File: src/rtl/mss_pkg.sv
// Shared types for the memory strobe sequencer.
// Assumes: none; the package only declares types.
package mss_pkg;
    // Access sequencer states, one per quarter-cycle segment
    typedef enum logic [1:0] {
        ST_IDLE   = 2'd0,
        ST_SETUP  = 2'd1,
        ST_STROBE = 2'd2,
        ST_HOLD   = 2'd3
    } seq_state_t;
endpackage

File: src/rtl/mss_phase_gen.sv
// Quarter-phase counter. It divides the fast clock into processor cycles.
// Assumes: PHASES is a power of two, at least 2. Phase 0 follows the
// processor's rising edge.
module mss_phase_gen #(
    parameter int PHASES = 4
) (
    input  logic                      clk,
    input  logic                      rst_n,
    output logic [$clog2(PHASES)-1:0] phase,
    output logic                      last_phase,
    output logic                      pclk
);
    localparam int PH_W = $clog2(PHASES);
    localparam logic [PH_W-1:0] PH_LAST = PH_W'(PHASES - 1);
    localparam logic [PH_W-1:0] PH_HALF = PH_W'(PHASES / 2);

    // Advance the phase each tick and wrap after the last phase
    always_ff @(posedge clk) begin
        if (!rst_n)
            phase <= '0;
        else
            phase <= phase + 1'b1;
    end

    assign last_phase = (phase == PH_LAST);
    assign pclk       = (phase < PH_HALF);
endmodule

File: src/rtl/mss_space_decode.sv
// Turns the request space code into an active-high one-hot select.
// Assumes: NUM_SEL <= 2**SPACE_W. Codes at or above NUM_SEL select nothing.
module mss_space_decode #(
    parameter int SPACE_W = 3,
    parameter int NUM_SEL = 5
) (
    input  logic [SPACE_W-1:0] space,
    output logic [NUM_SEL-1:0] onehot,
    output logic               valid
);
    // One comparator per select line
    for (genvar i = 0; i < NUM_SEL; i++) begin : g_sel
        assign onehot[i] = (space == SPACE_W'(i));
    end

    assign valid = |onehot;
endmodule

File: src/rtl/mss_cycle_fsm.sv
// Access sequencer. It holds the request fields, steps through the
// setup/strobe/hold segments, counts strobe ticks, captures read data and
// drives the memory pins from its registered state.
// Assumes: last_phase is high once every PHASES ticks. A setup tick starts
// in phase 0, so the hold tick always falls in the last phase.
module mss_cycle_fsm
    import mss_pkg::*;
#(
    parameter int ADDR_W  = 14,
    parameter int DATA_W  = 24,
    parameter int WAIT_W  = 3,
    parameter int NUM_SEL = 5,
    parameter int PHASES  = 4
) (
    input  logic               clk,
    input  logic               rst_n,
    input  logic               last_phase,
    input  logic               req,
    input  logic               req_write,
    input  logic [NUM_SEL-1:0] req_sel,
    input  logic               req_valid,
    input  logic [ADDR_W-1:0]  req_addr,
    input  logic [DATA_W-1:0]  req_wdata,
    input  logic [WAIT_W-1:0]  req_wait,
    input  logic [DATA_W-1:0]  mem_d_in,
    output logic [ADDR_W-1:0]  mem_addr,
    output logic [NUM_SEL-1:0] mem_sel_n,
    output logic               mem_rd_n,
    output logic               mem_wr_n,
    output logic [DATA_W-1:0]  mem_d_out,
    output logic               mem_d_oe,
    output logic               ack,
    output logic [DATA_W-1:0]  rdata
);
    localparam int CNT_MAX = PHASES / 2 - 1 + PHASES * ((1 << WAIT_W) - 1);
    localparam int CNT_W   = $clog2(CNT_MAX + 1);

    seq_state_t         state;
    logic [CNT_W-1:0]   cnt;
    logic               is_wr;
    logic [NUM_SEL-1:0] sel_q;
    logic [ADDR_W-1:0]  addr_q;
    logic [DATA_W-1:0]  wdata_q;
    logic [DATA_W-1:0]  rdata_q;
    logic               start;
    logic               strobe_end;

    assign start = req && req_valid && last_phase &&
                   ((state == ST_IDLE) || (state == ST_HOLD));
    assign strobe_end = (state == ST_STROBE) && (cnt == '0);

    // Step through the segments and count down the strobe width
    always_ff @(posedge clk) begin
        if (!rst_n) begin
            state <= ST_IDLE;
            cnt   <= '0;
        end else begin
            unique case (state)
                ST_IDLE:   if (start) state <= ST_SETUP;
                ST_SETUP:  state <= ST_STROBE;
                ST_STROBE: if (cnt == '0) state <= ST_HOLD;
                           else cnt <= cnt - 1'b1;
                ST_HOLD:   state <= start ? ST_SETUP : ST_IDLE;
                default:   state <= ST_IDLE;
            endcase
            if (start)
                cnt <= CNT_W'(PHASES / 2 - 1) + CNT_W'(PHASES) * CNT_W'(req_wait);
        end
    end

    // Take the request fields when an access is accepted
    always_ff @(posedge clk) begin
        if (!rst_n) begin
            is_wr   <= 1'b0;
            sel_q   <= '0;
            addr_q  <= '0;
            wdata_q <= '0;
        end else if (start) begin
            is_wr   <= req_write;
            sel_q   <= req_sel;
            addr_q  <= req_addr;
            wdata_q <= req_wdata;
        end
    end

    // Sample read data at the edge where the read strobe rises
    always_ff @(posedge clk) begin
        if (!rst_n)
            rdata_q <= '0;
        else if (strobe_end && !is_wr)
            rdata_q <= mem_d_in;
    end

    // Decode the pins from the registered state
    always_comb begin
        mem_sel_n = (state == ST_IDLE) ? '1 : ~sel_q;
        mem_rd_n  = !((state == ST_STROBE) && !is_wr);
        mem_wr_n  = !((state == ST_STROBE) && is_wr);
        mem_d_oe  = is_wr && ((state == ST_STROBE) || (state == ST_HOLD));
        mem_d_out = wdata_q;
        mem_addr  = addr_q;
        ack       = (state == ST_HOLD);
        rdata     = rdata_q;
    end

    AST_HOLD_IN_LAST_PHASE: assert property (@(posedge clk) disable iff (!rst_n)
        (state == ST_HOLD) |-> last_phase);
    AST_ACK_SINGLE: assert property (@(posedge clk) disable iff (!rst_n)
        ack |=> !ack);
    AST_NO_DRIVE_ON_READ: assert property (@(posedge clk) disable iff (!rst_n)
        mem_d_oe |-> mem_rd_n);
endmodule

File: src/rtl/mem_strobe_seq.sv
// Top of the wait-state memory strobe sequencer. It connects the phase
// counter, the space decoder and the access sequencer, and checks how their
// outputs line up in time.
// Assumes: clk runs at PHASES times the processor rate. The requester holds
// req until it sees ack, or drops it to cancel before acceptance.
module mem_strobe_seq #(
    parameter int ADDR_W  = 14,
    parameter int DATA_W  = 24,
    parameter int WAIT_W  = 3,
    parameter int SPACE_W = 3,
    parameter int NUM_SEL = 5,
    parameter int PHASES  = 4
) (
    input  logic               clk,
    input  logic               rst_n,
    input  logic               req,
    input  logic               req_write,
    input  logic [SPACE_W-1:0] req_space,
    input  logic [ADDR_W-1:0]  req_addr,
    input  logic [DATA_W-1:0]  req_wdata,
    input  logic [WAIT_W-1:0]  req_wait,
    output logic               ack,
    output logic [DATA_W-1:0]  rdata,
    output logic               pclk_out,
    output logic [ADDR_W-1:0]  mem_addr,
    output logic [NUM_SEL-1:0] mem_sel_n,
    output logic               mem_rd_n,
    output logic               mem_wr_n,
    output logic [DATA_W-1:0]  mem_d_out,
    output logic               mem_d_oe,
    input  logic [DATA_W-1:0]  mem_d_in
);
    localparam int PH_W = $clog2(PHASES);

    logic [PH_W-1:0]    phase;
    logic               last_phase;
    logic [NUM_SEL-1:0] sel_onehot;
    logic               space_ok;

    mss_phase_gen #(.PHASES(PHASES)) i_phase (
        .clk        (clk),
        .rst_n      (rst_n),
        .phase      (phase),
        .last_phase (last_phase),
        .pclk       (pclk_out)
    );

    mss_space_decode #(.SPACE_W(SPACE_W), .NUM_SEL(NUM_SEL)) i_decode (
        .space  (req_space),
        .onehot (sel_onehot),
        .valid  (space_ok)
    );

    mss_cycle_fsm #(
        .ADDR_W  (ADDR_W),
        .DATA_W  (DATA_W),
        .WAIT_W  (WAIT_W),
        .NUM_SEL (NUM_SEL),
        .PHASES  (PHASES)
    ) i_fsm (
        .clk        (clk),
        .rst_n      (rst_n),
        .last_phase (last_phase),
        .req        (req),
        .req_write  (req_write),
        .req_sel    (sel_onehot),
        .req_valid  (space_ok),
        .req_addr   (req_addr),
        .req_wdata  (req_wdata),
        .req_wait   (req_wait),
        .mem_d_in   (mem_d_in),
        .mem_addr   (mem_addr),
        .mem_sel_n  (mem_sel_n),
        .mem_rd_n   (mem_rd_n),
        .mem_wr_n   (mem_wr_n),
        .mem_d_out  (mem_d_out),
        .mem_d_oe   (mem_d_oe),
        .ack        (ack),
        .rdata      (rdata)
    );

    AST_SEL_ONEHOT: assert property (@(posedge clk) disable iff (!rst_n)
        $countones(~mem_sel_n) <= 1);
    AST_FALL_IN_PHASE1: assert property (@(posedge clk) disable iff (!rst_n)
        ($fell(mem_rd_n) || $fell(mem_wr_n)) |-> (phase == PH_W'(1)));
    AST_STROBE_HAS_SEL: assert property (@(posedge clk) disable iff (!rst_n)
        (!mem_rd_n || !mem_wr_n) |-> (mem_sel_n != '1));
    AST_ADDR_STABLE: assert property (@(posedge clk) disable iff (!rst_n)
        ((!mem_rd_n || !mem_wr_n) && $past(!mem_rd_n || !mem_wr_n)) |-> $stable(mem_addr));
    AST_RISE_GAP: assert property (@(posedge clk) disable iff (!rst_n)
        ($rose(mem_rd_n) || $rose(mem_wr_n)) |=> (mem_rd_n && mem_wr_n));
endmodule

File: config.mk
export PLATFORM = sky130hd
export DESIGN_NAME = mem_strobe_seq
export DESIGN_NICKNAME = d
export VERILOG_FILES = /design/src/rtl/mss_pkg.sv /design/src/rtl/mss_phase_gen.sv /design/src/rtl/mss_space_decode.sv /design/src/rtl/mss_cycle_fsm.sv /design/src/rtl/mem_strobe_seq.sv
export SDC_FILE = /design/constraint.sdc
export NUM_CORES = 1
export LEC_CHECK = 0
export ABC_CLOCK_PERIOD_IN_PS = 2100
export BUFFER_PORTS_ARGS = -buffer_cell sky130_fd_sc_hd__buf_2
export CAP_MARGIN = 20
export CELL_PAD_IN_SITES_DETAIL_PLACEMENT = 1
export CELL_PAD_IN_SITES_GLOBAL_PLACEMENT = 1
export CORE_AREA = 2 2 100 102
export CTS_CLUSTER_SIZE = 30
export DETAILED_ROUTE_END_ITERATION = 8
export DIE_AREA = 0 0 102 104
export PLACE_DENSITY = 0.86
export REMOVE_ABC_BUFFERS = 1
export SLEW_MARGIN = 20
export SYNTH_ARGS = -nofsm -noshare
export SYNTH_HDL_FRONTEND = slang
export SYNTH_SLANG_ARGS = --single-unit
File: constraint.sdc
create_clock -name clk -period 2.1 [get_ports clk]
set_input_delay 0.315 -clock clk [delete_from_list [all_inputs] [get_ports clk]]
set_output_delay 0.315 -clock clk [all_outputs]
set_load 0.02 [all_outputs]
==> run summary <==
Async SR Flop Fraction: 0%
clock root cell: clkbuf_8
commonest cells in the netlist: 135 x nand2_1, 77 x dfxtp_1, 69 x a21oi_1
Worst Reg-to-Reg Cells: 6
clock buffer depth: 2
Synth Flop Type: dfxtp_1
H-tree depth: 3
most frequent cell after synthesis: nand2_1
dpl hpwl: 6716 µm
Setup crit end kind: flop
Final Skew: 0.005861 ns
# nets final: 582
post-cts hold buffer count: 0
first-pass detailed-route iteration total: 4
grt met2 use: 29.65%
vias in the first global route: 3,108
worst-margin pin slew: 0.4134 ns
Boundary Pins: 144
Layout Utilization: 42.16%
DR iter-0 viols: 56
Clock Latency Late Sink: 0.35 ns
crit-path cells: inv_1 -> ha_1 -> nand2b_2 -> or4_4 -> nand2_1 -> a21oi_1
HP Class: in -> reg
Worst EP arrival: 2.11 ns
PD cells: 747.5 mW/mm²
RR Endpoint: i_fsm.rdata[11]
Seq/Total Area, Yosys: 51.87%
routed wire length: 9037 µm
Initial Utilization: 31.12%
CTS resizes: 0
Hold Path Depth: 3
Multi-input gate area: 0.001265 mm²
Post-CTS Repair Setup Buffers: 0
Peak VDD IR: 0.0002606 V
Post-DRT Antenna Nets: 0
area of the mapped netlist: 0.002972 mm²
Comb pwr share: 6.1%
synth warn: 0
number of synthesized flops with an enable pin: 0
Via density: 4.621
status: finished clean
Worst slew margin: 72.44%
max_cap viols: 0
post-layout minimum cycle time: 1.906 ns
top cell type by total area after synthesis: dfxtp_1
Fmax: 0.5246 GHz
Vias: 2,967
Layout area overhead: 35.49%
Clock power frac: 44.6%
share of the synthesized area in the top cell type: 51.87%
Seq pwr share: 49.4%
Congestion Overflow GR: 0
initial antenna violation count: 0
met3 usage: 5.847%
Fin. Hold Viols: 0
ant diodes: 0
share of post-route cells with drive strength above 1: 33.79%
drt drc: 0
Critical Path Slowest Stage Cell: or4_4
CTS tree: yes
Pins Over Slew Limit: 0
Rows: 36
Clock Sink Count: 77
CP Data Required Time: 2.30 ns
Final setup viols: 0
Pwr Total: 3010 µW
pre-CTS WS: 0.1884 ns
gpl congestion: 0.7645
kind of critical path: reg -> reg
clock slew at reported path FFs: 0.08 ns
slack of the worst reg-to-reg path: 0.19 ns
hold wc startpoint: mem_d_in[4]
non-filler cells in the finished layout: 642
FF+latch count, synth: 77
synth unique cells: 34
placed cells: 626
final worst slack: 0.1937 ns
RSZ-0062 raised after global routing: no
final worst-path cycle share: 90.77%
synth top area cells: dfxtp_1 52%, nand2_1 17%, a21oi_1 12%, ha_1 2.5%, buf_2 1.5%
hold endpoint: i_fsm.rdata[4]
Synth Instances: 367
die extent in x: 102 µm
M1 GR Usage: 18.35%
leak pwr: 0.001736 µW
Sequential Area: 0.001541 mm²
PortBufs: 143
FILL cells: 1,230
Critical R2R Launch: i_fsm.state[0]
most used routing layer: met2
CP Launch Type: flop
Net Sw Power: 664.5 µW
GRT Total Usage: 16.74%
first-pass GRT wire length: 14,200 µm
Die Height: 104 µm
switching share of power: 22.08%
die area: 0.01061 mm²
syn_area_per_cell: 8.097 µm²
core area: 0.009549 mm²
crit-path max FO: 24
largest net degree at the start of global routing: 40
slowest stage delay, CP: 0.66 ns
wire per inst: 14.08 µm
total CTS buffers: 9
internal power: 2345 µW
==> power by group through the flow <==
stage | Sequential [µW] | Clock (µW) | Combinational (µW)
floorplan | 1530 | 0 | 59.0
global placement | 1520 | 0 | 177
detailed placement | 1520 | 0 | 184
CTS | 1490 | 1400 | 185
global route | 1490 | 1450 | 202
finish | 1490 | 1340 | 182
==> area by class of cell <==
class	count	area share, %
inverters	9	0.8390
flip-flops and latches	77	38.28
well taps	133	4.133
repair buffers	150	19.39
clock buffers	10	3.170
clock inverters	6	2.766
multi-input cells	257	31.42
==> routing by layer <==
metal  vias to the layer above  routed length (µm)  part of all wire (%)
met2                       104                4541                    50
met5                         -                   0                     0
met3                        10                 720                   8.0
met4                         0                  99                   1.1
met1                      1384                3675                    41
li1                       1469                   -                     -
==> sequential cells by signal, summed over array words and instances (netlist names) <==
signal,flops
i_fsm.rdata,24
i_phase.phase,2
i_fsm.cnt,5
i_fsm.is_wr,1
i_fsm.mem_addr,14
i_fsm.sel_q,5
i_fsm.mem_d_out,24
i_fsm.state,2
==> cells by family (layout without fill, tap and decap cells) <==
group / Yosys count / in the layout / synth area share (%)
and+or+nand+nor: 163 / 163 / 23.16
DFF: 77 / 77 / 51.87
muxes: 4 / 4 / 1.389
buffers and inverters: 33 / 175 / 5.558
adders and majority gates: 6 / 6 / 2.526
AOI/OAI and AO/OA: 83 / 83 / 15.20
xor gates and xnor gates: 1 / 1 / 0.2948
==> cells in the final DEF, fill, tap and decap left out, drive strengths merged, types with 3 or more instances in the layout <==
master	n
buf	150
nand3	3
ha	6
dfxtp	77
o21ai	3
nand2	135
a32oi	3
nor2	8
clkbuf	10
mux2i	3
a21oi	69
nand2b	7
inv	9
bufinv	3
nor3	3
==> how the worst max path moves through the flow <==
stage | start | to | slack, ns | depth (start not counted)
global route | i_fsm.state[0] | i_fsm.mem_d_out[17] | 0.02 | 7
global placement | i_fsm.state[1] | i_fsm.state[0] | 0.33 | 6
detailed placement | i_fsm.state[0] | i_fsm.rdata[11] | 0.19 | 6
finish | i_fsm.state[0] | i_fsm.rdata[11] | 0.19 | 6
floorplan | i_fsm.state[0] | i_fsm.state[0] | -0.06 | 6
CTS | i_fsm.state[0] | i_fsm.rdata[11] | 0.16 | 6
==> critical path, delay by kind of cell (launching register included) <==
family	cells	cell delay (ns)
AOI/OAI and AO/OA	1	0.09
adders and majority gates	1	0.31
buffers and inverters	1	0.09
DFF	1	0.35
and+or+nand+nor	3	0.93
==> metrics by stage <==
stage / setup TNS [ns] / hold WS, ns / cell area (µm²)
global placement: 0 / 0.4082 / 3787
finish: 0 / 0.1980 / 4026
global route: 0 / 0.1830 / 4026
detailed placement: 0 / 0.4217 / 3787
floorplan: -0.1626 / 0.3992 / 2840
CTS: 0 / 0.1740 / 4026
No activity file was read; power rests on OpenSTA's default activity.
